File: config.mk
export PLATFORM = sky130hd
export DESIGN_NAME = fpnan_select
export DESIGN_NICKNAME = d
export VERILOG_FILES = /design/src/rtl/fpnan_pkg.sv /design/src/rtl/fpnan_pick2.sv /design/src/rtl/fpnan_pick3.sv /design/src/rtl/fpnan_finish.sv /design/src/rtl/fpnan_select.sv
export SDC_FILE = /design/constraint.sdc
export NUM_CORES = 1
export LEC_CHECK = 0
export ABC_AREA = 0
export BUFFER_PORTS_ARGS = -buffer_cell sky130_fd_sc_hd__buf_4
export CAP_MARGIN = 20
export CORE_UTILIZATION = 35
export DETAILED_ROUTE_END_ITERATION = 8
export PLACE_DENSITY = 0.73
export SETUP_SLACK_MARGIN = 0.3
export SLEW_MARGIN = 25
export SYNTH_ARGS = -nofsm -noshare
export SYNTH_HDL_FRONTEND = slang
export SYNTH_HIERARCHICAL = 1
export SYNTH_SLANG_ARGS = --single-unit
File: constraint.sdc
create_clock -name vclk -period 3.45
set_clock_uncertainty 0.2 [all_clocks]
set_input_delay 0.345 -clock vclk [all_inputs]
set_output_delay 0.345 -clock vclk [all_outputs]
set_load 0.01 [all_outputs]
File: src/rtl/fpnan_pkg.sv
package fpnan_pkg;

    typedef enum logic [2:0] {
        CLS_ZERO = 3'd0,
        CLS_NORM = 3'd1,
        CLS_INF  = 3'd2,
        CLS_QNAN = 3'd3,
        CLS_SNAN = 3'd4
    } cls_e;

    typedef enum logic [1:0] {
        PICK_A    = 2'd0,
        PICK_B    = 2'd1,
        PICK_C    = 2'd2,
        PICK_DFLT = 2'd3
    } pick_e;

    localparam int NUM_OPND = 3;

    function automatic logic cls_is_nan(input logic [2:0] c);
        return (c == CLS_QNAN) || (c == CLS_SNAN);
    endfunction

    function automatic logic cls_is_snan(input logic [2:0] c);
        return c == CLS_SNAN;
    endfunction

endpackage

File: src/rtl/fpnan_pick2.sv
module fpnan_pick2
    import fpnan_pkg::*;
#(
    parameter int FRAC_W = 23
) (
    input  logic              sign_a,
    input  logic [FRAC_W-1:0] frac_a,
    input  logic [2:0]        cls_a,
    input  logic              sign_b,
    input  logic [FRAC_W-1:0] frac_b,
    input  logic [2:0]        cls_b,
    output pick_e             sel
);
    logic a_nan, b_nan, a_sig, b_sig;

    always_comb begin
        a_nan = cls_is_nan(cls_a);
        b_nan = cls_is_nan(cls_b);
        a_sig = cls_is_snan(cls_a);
        b_sig = cls_is_snan(cls_b);
        sel   = PICK_A;
        if (a_nan && !b_nan) begin
            sel = PICK_A;
        end else if (b_nan && !a_nan) begin
            sel = PICK_B;
        end else if (a_nan && b_nan) begin
            if (a_sig != b_sig) begin
                sel = a_sig ? PICK_A : PICK_B;
            end else if (frac_a != frac_b) begin
                sel = (frac_a > frac_b) ? PICK_A : PICK_B;
            end else if (sign_a != sign_b) begin
                sel = sign_a ? PICK_B : PICK_A;
            end else begin
                sel = PICK_A;
            end
        end
    end
endmodule

File: src/rtl/fpnan_pick3.sv
module fpnan_pick3
    import fpnan_pkg::*;
(
    input  logic [2:0] cls_a,
    input  logic [2:0] cls_b,
    input  logic [2:0] cls_c,
    input  logic       inf_zero,
    output pick_e      sel
);
    always_comb begin
        if (inf_zero) begin
            sel = PICK_DFLT;
        end else if (cls_is_nan(cls_c)) begin
            sel = PICK_C;
        end else if (cls_is_snan(cls_a)) begin
            sel = PICK_A;
        end else if (cls_is_snan(cls_b)) begin
            sel = PICK_B;
        end else if (cls_is_nan(cls_a)) begin
            sel = PICK_A;
        end else if (cls_is_nan(cls_b)) begin
            sel = PICK_B;
        end else begin
            sel = PICK_DFLT;
        end
    end
endmodule

File: src/rtl/fpnan_finish.sv
module fpnan_finish
    import fpnan_pkg::*;
#(
    parameter int EXP_W  = 8,
    parameter int FRAC_W = 23,
    localparam int WORD_W = 1 + EXP_W + FRAC_W
) (
    input  logic [WORD_W-1:0] word_in,
    input  logic [2:0]        cls_in,
    input  logic              force_dflt,
    output logic [WORD_W-1:0] word_out
);
    localparam logic [WORD_W-1:0] QUIET_BIT = WORD_W'(1) << (FRAC_W - 1);
    localparam logic [WORD_W-1:0] DFLT_NAN  =
        {1'b0, {EXP_W{1'b1}}, 1'b1, {(FRAC_W-1){1'b0}}};

    always_comb begin
        if (force_dflt) begin
            word_out = DFLT_NAN;
        end else if (cls_is_snan(cls_in)) begin
            word_out = word_in | QUIET_BIT;
        end else begin
            word_out = word_in;
        end
    end
endmodule

File: src/rtl/fpnan_select.sv
module fpnan_select
    import fpnan_pkg::*;
#(
    parameter int EXP_W  = 8,
    parameter int FRAC_W = 23,
    localparam int WORD_W = 1 + EXP_W + FRAC_W
) (
    input  logic [1:0]        op_count,
    input  logic [WORD_W-1:0] opnd_a,
    input  logic [WORD_W-1:0] opnd_b,
    input  logic [WORD_W-1:0] opnd_c,
    input  logic [2:0]        cls_a,
    input  logic [2:0]        cls_b,
    input  logic [2:0]        cls_c,
    input  logic              dflt_mode,
    input  logic              inf_zero,
    output logic [WORD_W-1:0] nan_out,
    output logic              invalid_out
);
    logic [WORD_W-1:0] words [NUM_OPND];
    logic [2:0]        clses [NUM_OPND];
    logic [NUM_OPND-1:0] in_use;
    logic [NUM_OPND-1:0] sig_hit;
    logic is_two, is_three;
    pick_e sel2, sel3, sel;
    logic [WORD_W-1:0] chosen_word;
    logic [2:0]        chosen_cls;

    assign words[0] = opnd_a;
    assign words[1] = opnd_b;
    assign words[2] = opnd_c;
    assign clses[0] = cls_a;
    assign clses[1] = cls_b;
    assign clses[2] = cls_c;

    assign is_two   = (op_count == 2'd2);
    assign is_three = (op_count == 2'd3);
    assign in_use   = {is_three, is_two | is_three, 1'b1};

    for (genvar i = 0; i < NUM_OPND; i++) begin : g_sig
        assign sig_hit[i] = in_use[i] & cls_is_snan(clses[i]);
    end

    assign invalid_out = (|sig_hit) | (is_three & inf_zero);

    fpnan_pick2 #(.FRAC_W(FRAC_W)) u_pick2 (
        .sign_a (opnd_a[WORD_W-1]),
        .frac_a (opnd_a[FRAC_W-1:0]),
        .cls_a  (cls_a),
        .sign_b (opnd_b[WORD_W-1]),
        .frac_b (opnd_b[FRAC_W-1:0]),
        .cls_b  (cls_b),
        .sel    (sel2)
    );

    fpnan_pick3 u_pick3 (
        .cls_a    (cls_a),
        .cls_b    (cls_b),
        .cls_c    (cls_c),
        .inf_zero (inf_zero),
        .sel      (sel3)
    );

    always_comb begin
        if (is_three)    sel = sel3;
        else if (is_two) sel = sel2;
        else             sel = PICK_A;
        case (sel)
            PICK_B:  begin chosen_word = words[1]; chosen_cls = clses[1]; end
            PICK_C:  begin chosen_word = words[2]; chosen_cls = clses[2]; end
            default: begin chosen_word = words[0]; chosen_cls = clses[0]; end
        endcase
    end

    fpnan_finish #(.EXP_W(EXP_W), .FRAC_W(FRAC_W)) u_finish (
        .word_in    (chosen_word),
        .cls_in     (chosen_cls),
        .force_dflt (dflt_mode | (sel == PICK_DFLT)),
        .word_out   (nan_out)
    );
endmodule

* Yosys cells after proc, flatten, opt, wreduce, memory -nomap -nowiden
Cells that the tools add are included. Widths: inputs -> output; s select.
Storage, ports and cells: register bits 0
Cells by class: magnitude comparators 1, equal/unequal tests 15, muxes and demuxes 21, bitwise operators 6, reductions and logical operators 9
Operators by type and width (count):
- $pmux 32 s2 | 1
- $mux 32 | 1
- $mux 2 | 14
- $gt 23x23->1 | 1
- $mux 23 | 1
- $ne 23x23->1 | 1
- $eq 3x3->1 const B | 4
- $eq 3x2->1 const B | 3
- $eq 2x2->1 const B | 4
- $pmux 3 s2 | 1
- $and 1x1->1 | 3
- $logic_and 1x1->1 | 3
- $logic_or 1x1->1 | 3
- $mux 1 | 3
- $or 1x1->1 | 3
- $reduce_or 3->1 | 1
- $eq 2x1->1 const B | 1
- $logic_not 1->1 | 2
- $ne 1x1->1 | 2

* Logic depth before layout (Yosys ltp)
word-level depth 14, depth in mapped cells 17

* Cells and area by module
The synthesis kept the hierarchy.
By module, submodules not included:
- fpnan_select | instances 1, cells each 138, area an instance 803.3 um^2
- fpnan_pick2 | instances 1, cells each 91, area an instance 645.6 um^2
- fpnan_finish | instances 1, cells each 36, area an instance 227.7 um^2
- fpnan_pick3 | instances 1, cells each 12, area an instance 78.8 um^2

* Worst setup path after synthesis
No wires, ideal clock.
path type in2out, start in opnd_b[22], end out nan_out[22], arrival time 3.081 ns, required time 2.905 ns, setup slack -0.176 ns, cell stages on the path 15, buffers on the path 2, cell sequence inv_1 > ha_1 > nand4_1 > or4_1 > a31o_1 > a32o_1 > mux2_2 > nand2_1 > inv_1 > ha_1 > buf_4 > buf_6 > a22oi_1 > o21ai_1 > a211o_1
Between the ends: elaborated cells between the ends (all ways) 19, classes of those cells order compare: 1; eq/ne: 5; mux: 12; bitwise: 1
RTL lines:
- start, declared | RTL line fpnan_select.sv:10 | input logic [WORD_W-1:0] opnd_b,
- $gt 23x23->1 | RTL line fpnan_pick2.sv:30 | sel = (frac_a > frac_b) ? PICK_A : PICK_B;
- $mux 1 | RTL line fpnan_pick2.sv:30
- $mux 2 * | RTL line fpnan_pick2.sv:29 | end else if (frac_a != frac_b) begin
- $mux 2 * | RTL line fpnan_pick2.sv:27 | if (a_sig != b_sig) begin
- $mux 2 * | RTL line fpnan_pick2.sv:26 | end else if (a_nan && b_nan) begin
- $mux 2 * | RTL line fpnan_pick2.sv:24 | end else if (b_nan && !a_nan) begin
- $mux 2 * | RTL line fpnan_pick2.sv:22 | if (a_nan && !b_nan) begin
- net sel2[0] | RTL line fpnan_select.sv:25 | pick_e sel2, sel3, sel;
- $mux 2 * | RTL line fpnan_select.sv:66 | else if (is_two) sel = sel2;
- $mux 2 * | RTL line fpnan_select.sv:65 | if (is_three) sel = sel3;
- $eq 2x2->1 / $eq 2x1->1 (equally long branches) | RTL line fpnan_select.sv:68 | case (sel)
- $pmux 32 s2 * | RTL line fpnan_select.sv:68
- net chosen_word[22] | RTL line fpnan_select.sv:26 | logic [WORD_W-1:0] chosen_word;
- $mux 23 * | RTL line fpnan_finish.sv:20 | end else if (cls_is_snan(cls_in)) begin
- $mux 32 * | RTL line fpnan_finish.sv:18 | if (force_dflt) begin
- end, declared | RTL line fpnan_select.sv:17 | output logic [WORD_W-1:0] nan_out,
The timed path passes the listed nets; every way through them passes the cells marked *.

* Final worst setup path
start in opnd_b[21], end out nan_out[27]
Between the ends: longest elaborated chain between the ends 12, elaborated cells between the ends (all ways) 16, classes of those cells order compare: 1; eq/ne: 4; mux: 10; bitwise: 1
Ends and longest elaborated chain (RTL line):
- $gt 23x23->1 | fpnan_pick2.sv:30
- $mux 1 | fpnan_pick2.sv:30
- $mux 2 * | fpnan_pick2.sv:29
- $mux 2 * | fpnan_pick2.sv:27
- $mux 2 * | fpnan_pick2.sv:26
- $mux 2 * | fpnan_pick2.sv:24
- $mux 2 * | fpnan_pick2.sv:22
- net sel2[0] | fpnan_select.sv:25
- $mux 2 * | fpnan_select.sv:66
- $mux 2 * | fpnan_select.sv:65
- $eq 2x2->1 / $eq 2x1->1 (equally long branches) | fpnan_select.sv:68
- $pmux 32 s2 * | fpnan_select.sv:68
- net chosen_word[27] | fpnan_select.sv:26
- $mux 32 * | fpnan_finish.sv:18
Marks and branches as above.

==> qor.yml <==
outcome:
  outcome: "finished, violations left"
  violations: "negative setup slack"
power:
  powerDensity_mw_per_mm2: 179
  leakage_nw: 1.82
  pwr-share-comb_pct: 100.0
  swShare_pct: 42.9
  p_clk_share_pct: 0
  ir_drop_v: 0.000147
  internal-power_uw: 396
  p_sw_uw: 298
  p_seq_share_pct: 0
  power_uw: 694
global_route:
  overflow: 0
  antenna_found_initial: 0
  grt_pass1_vias: 2569
  track_usage_pct: 26.1
  grt_max_degree: 29
  grt_first_pass_wirelength_um: 11300
flow_run:
  cap_violations: 0
floorplan:
  io_pins: 142
  die_h_um: 72.8
  dieArea_mm2: 0.00530
  core.rowCount: 25
  start_util_pct: 36.7
  die_x_um: 72.8
  core_mm2: 0.00479
critical_path:
  start_kind: "primary input"
  cp_cell_sequence: "buf_12, inv_12, ha_4, nand4_1, or4_4, a31o_1, a32o_1, mux2_4, nand2_4, buf_4, ha_4, buf_6, nand2_1, o21ai_2, or2_1, buf_6"
  crit_fanout: 10
  required_ns: 2.90
  cp_slowest_cell: "or4_4"
  critical_path.top_delay_family: "simple AND/OR/NAND/NOR gates"
  cp.arrival_ns: 3.28
  path_class: "in -> out"
  max_stage_delay_ns: 0.56
  critical_path_buf_inv_count: 5
  end_kind: "primary output"
layout:
  drive_gt1_share_pct: 62.8
  layout_commonest_cell: "buf_4"
  seq_cell_count: 0
  seqCellArea_um2: 0
  most-common-layout-cells: "buf_4, nand2_1, a22oi_2, o21ai_1, buf_6"
  clockBufferCount: 0
  antenna_cells: 0
  fin_area_mm2: 0.00387
  area_growth_pct: 121
  fin_nets: 581
synth:
  synth.area.top_cells: "ha_1, a22oi_1, nand2_1, nor2b_1, o21ai_1"
  synth_cells: 277
  syn_area_mm2: 0.00176
  ys_seq_area_share_pct: 0
  synth_cell_type_count: 40
  yosysTopAreaCell: "ha_1"
  syn_nets: 412
  yosys_warnings: 6
  synth.top_cell.area_share_pct: 18.5
  syn_avg_cell_area_um2: 6.34
worst_hold_path:
  hp-class: "in -> out"
  min_to: "invalid_out"
  hold_depth: 4
  holdCritStartpoint: "cls_a[2]"
drt:
  avgRoutedWirePerCell_um: 14.4
  postRouteAntennaNets: 0
  finalWirelength_um: 7350
  drtIter0Drc: 83
  drc: 0
  vias_per_cell: 5.18
  num_vias: 2648
  firstDrtPassIters: 4
clocking:
  hold_buffers: 0
timing:
  setup_viol: 32
  rsz0062_at_grt: "yes"
  period_needed_ns: 3.83
  finalHoldViolCount: 0
  setup_ws_ns: -0.379
  slew_violations: 0
  fmax_ghz: 0.261
  period_share_pct: 111
place:
  place_congestion: 0.793
  place_ws_ns: -0.385
  placed_area_mm2: 0.00349
  dpl.hpwl_um: 5390
  io_buffers: 142
cell usage after synthesis (2+ instances only):
master	instances
nand2_1	43
a22oi_1	35
o21ai_1	30
ha_1	26
inv_1	25
nor2b_1	24
a21oi_1	14
buf_2	10
o21ai_0	8
or2_1	8
buf_4	6
nand4_1	6
nor2_1	6
buf_6	4
a21o_1	3
and3b_1	2
nand3_1	2
nor3b_1	2
o31ai_1	2
area by class of cell:
class	instances	area (um2)
multi-input combinational	232	2020
timing repair buffer	186	1640
fill	343	911
inverter	26	130
tap	67	83.8
kinds of logic after synthesis:
kind of cell / Yosys count / synth area share, %
compound gates: 100 / 35.9
fa+ha+maj: 26 / 18.5
buf+inv: 46 / 13.5
mux: 2 / 1.28
other cells: 1 / 0.214
simple gates: 102 / 30.5
stage by stage:
stage | instances | TNS (ns) | hold WS (ns) | utilization [%]
after floorplan | 277 | -0.0407 | 0.658 | -
after global placement | 503 | -8.13 | 0.846 | 72.9
after detailed placement | 503 | -10.31 | 0.840 | 72.9
after CTS | 509 | -8.27 | 0.847 | 79.9
after global routing | 511 | -12.55 | 0.871 | 81.0
final | 511 | -9.35 | 0.846 | 81.0
layer usage:
metal / wire [um] / vias up / GRT usage, %
met5: 0 / - / 0
met4: 93 / 0 / 2.18
met3: 371 / 12 / 1.52
met2: 4010 / 102 / 53.7
met1: 2880 / 1208 / 30.2
li1: - / 1326 / -
power by group through the flow:
stage / sequential, mW / combinational [mW] / clock, mW
6_report: 0 / 0.694 / 0
5_1_grt: 0 / 0.749 / 0
4_1_cts: 0 / 0.676 / 0
3_5_place_dp: 0 / 0.601 / 0
3_3_place_gp: 0 / 0.590 / 0
2_1_floorplan: 0 / 0.341 / 0
worst max-delay path by stage:
stage                from          end  slack [ns]  depth (start not counted)
3_3_place_gp   opnd_b[21]  nan_out[22]       -0.31                         17
6_report       opnd_b[21]  nan_out[27]       -0.38                         16
4_1_cts        opnd_a[22]  nan_out[26]       -0.30                         15
3_5_place_dp   opnd_b[21]  nan_out[30]       -0.38                         15
2_1_floorplan  opnd_b[21]  nan_out[22]       -0.04                         15
5_1_grt        opnd_b[18]  nan_out[27]       -0.46                         16
timing repair:
action,CTS,global route
pin swaps,12,8
gates cloned,2,0
setup buffers,4,2
resized for setup,67,10
setup endpoints to repair,32,32
(Power assumes the default switching activity.)
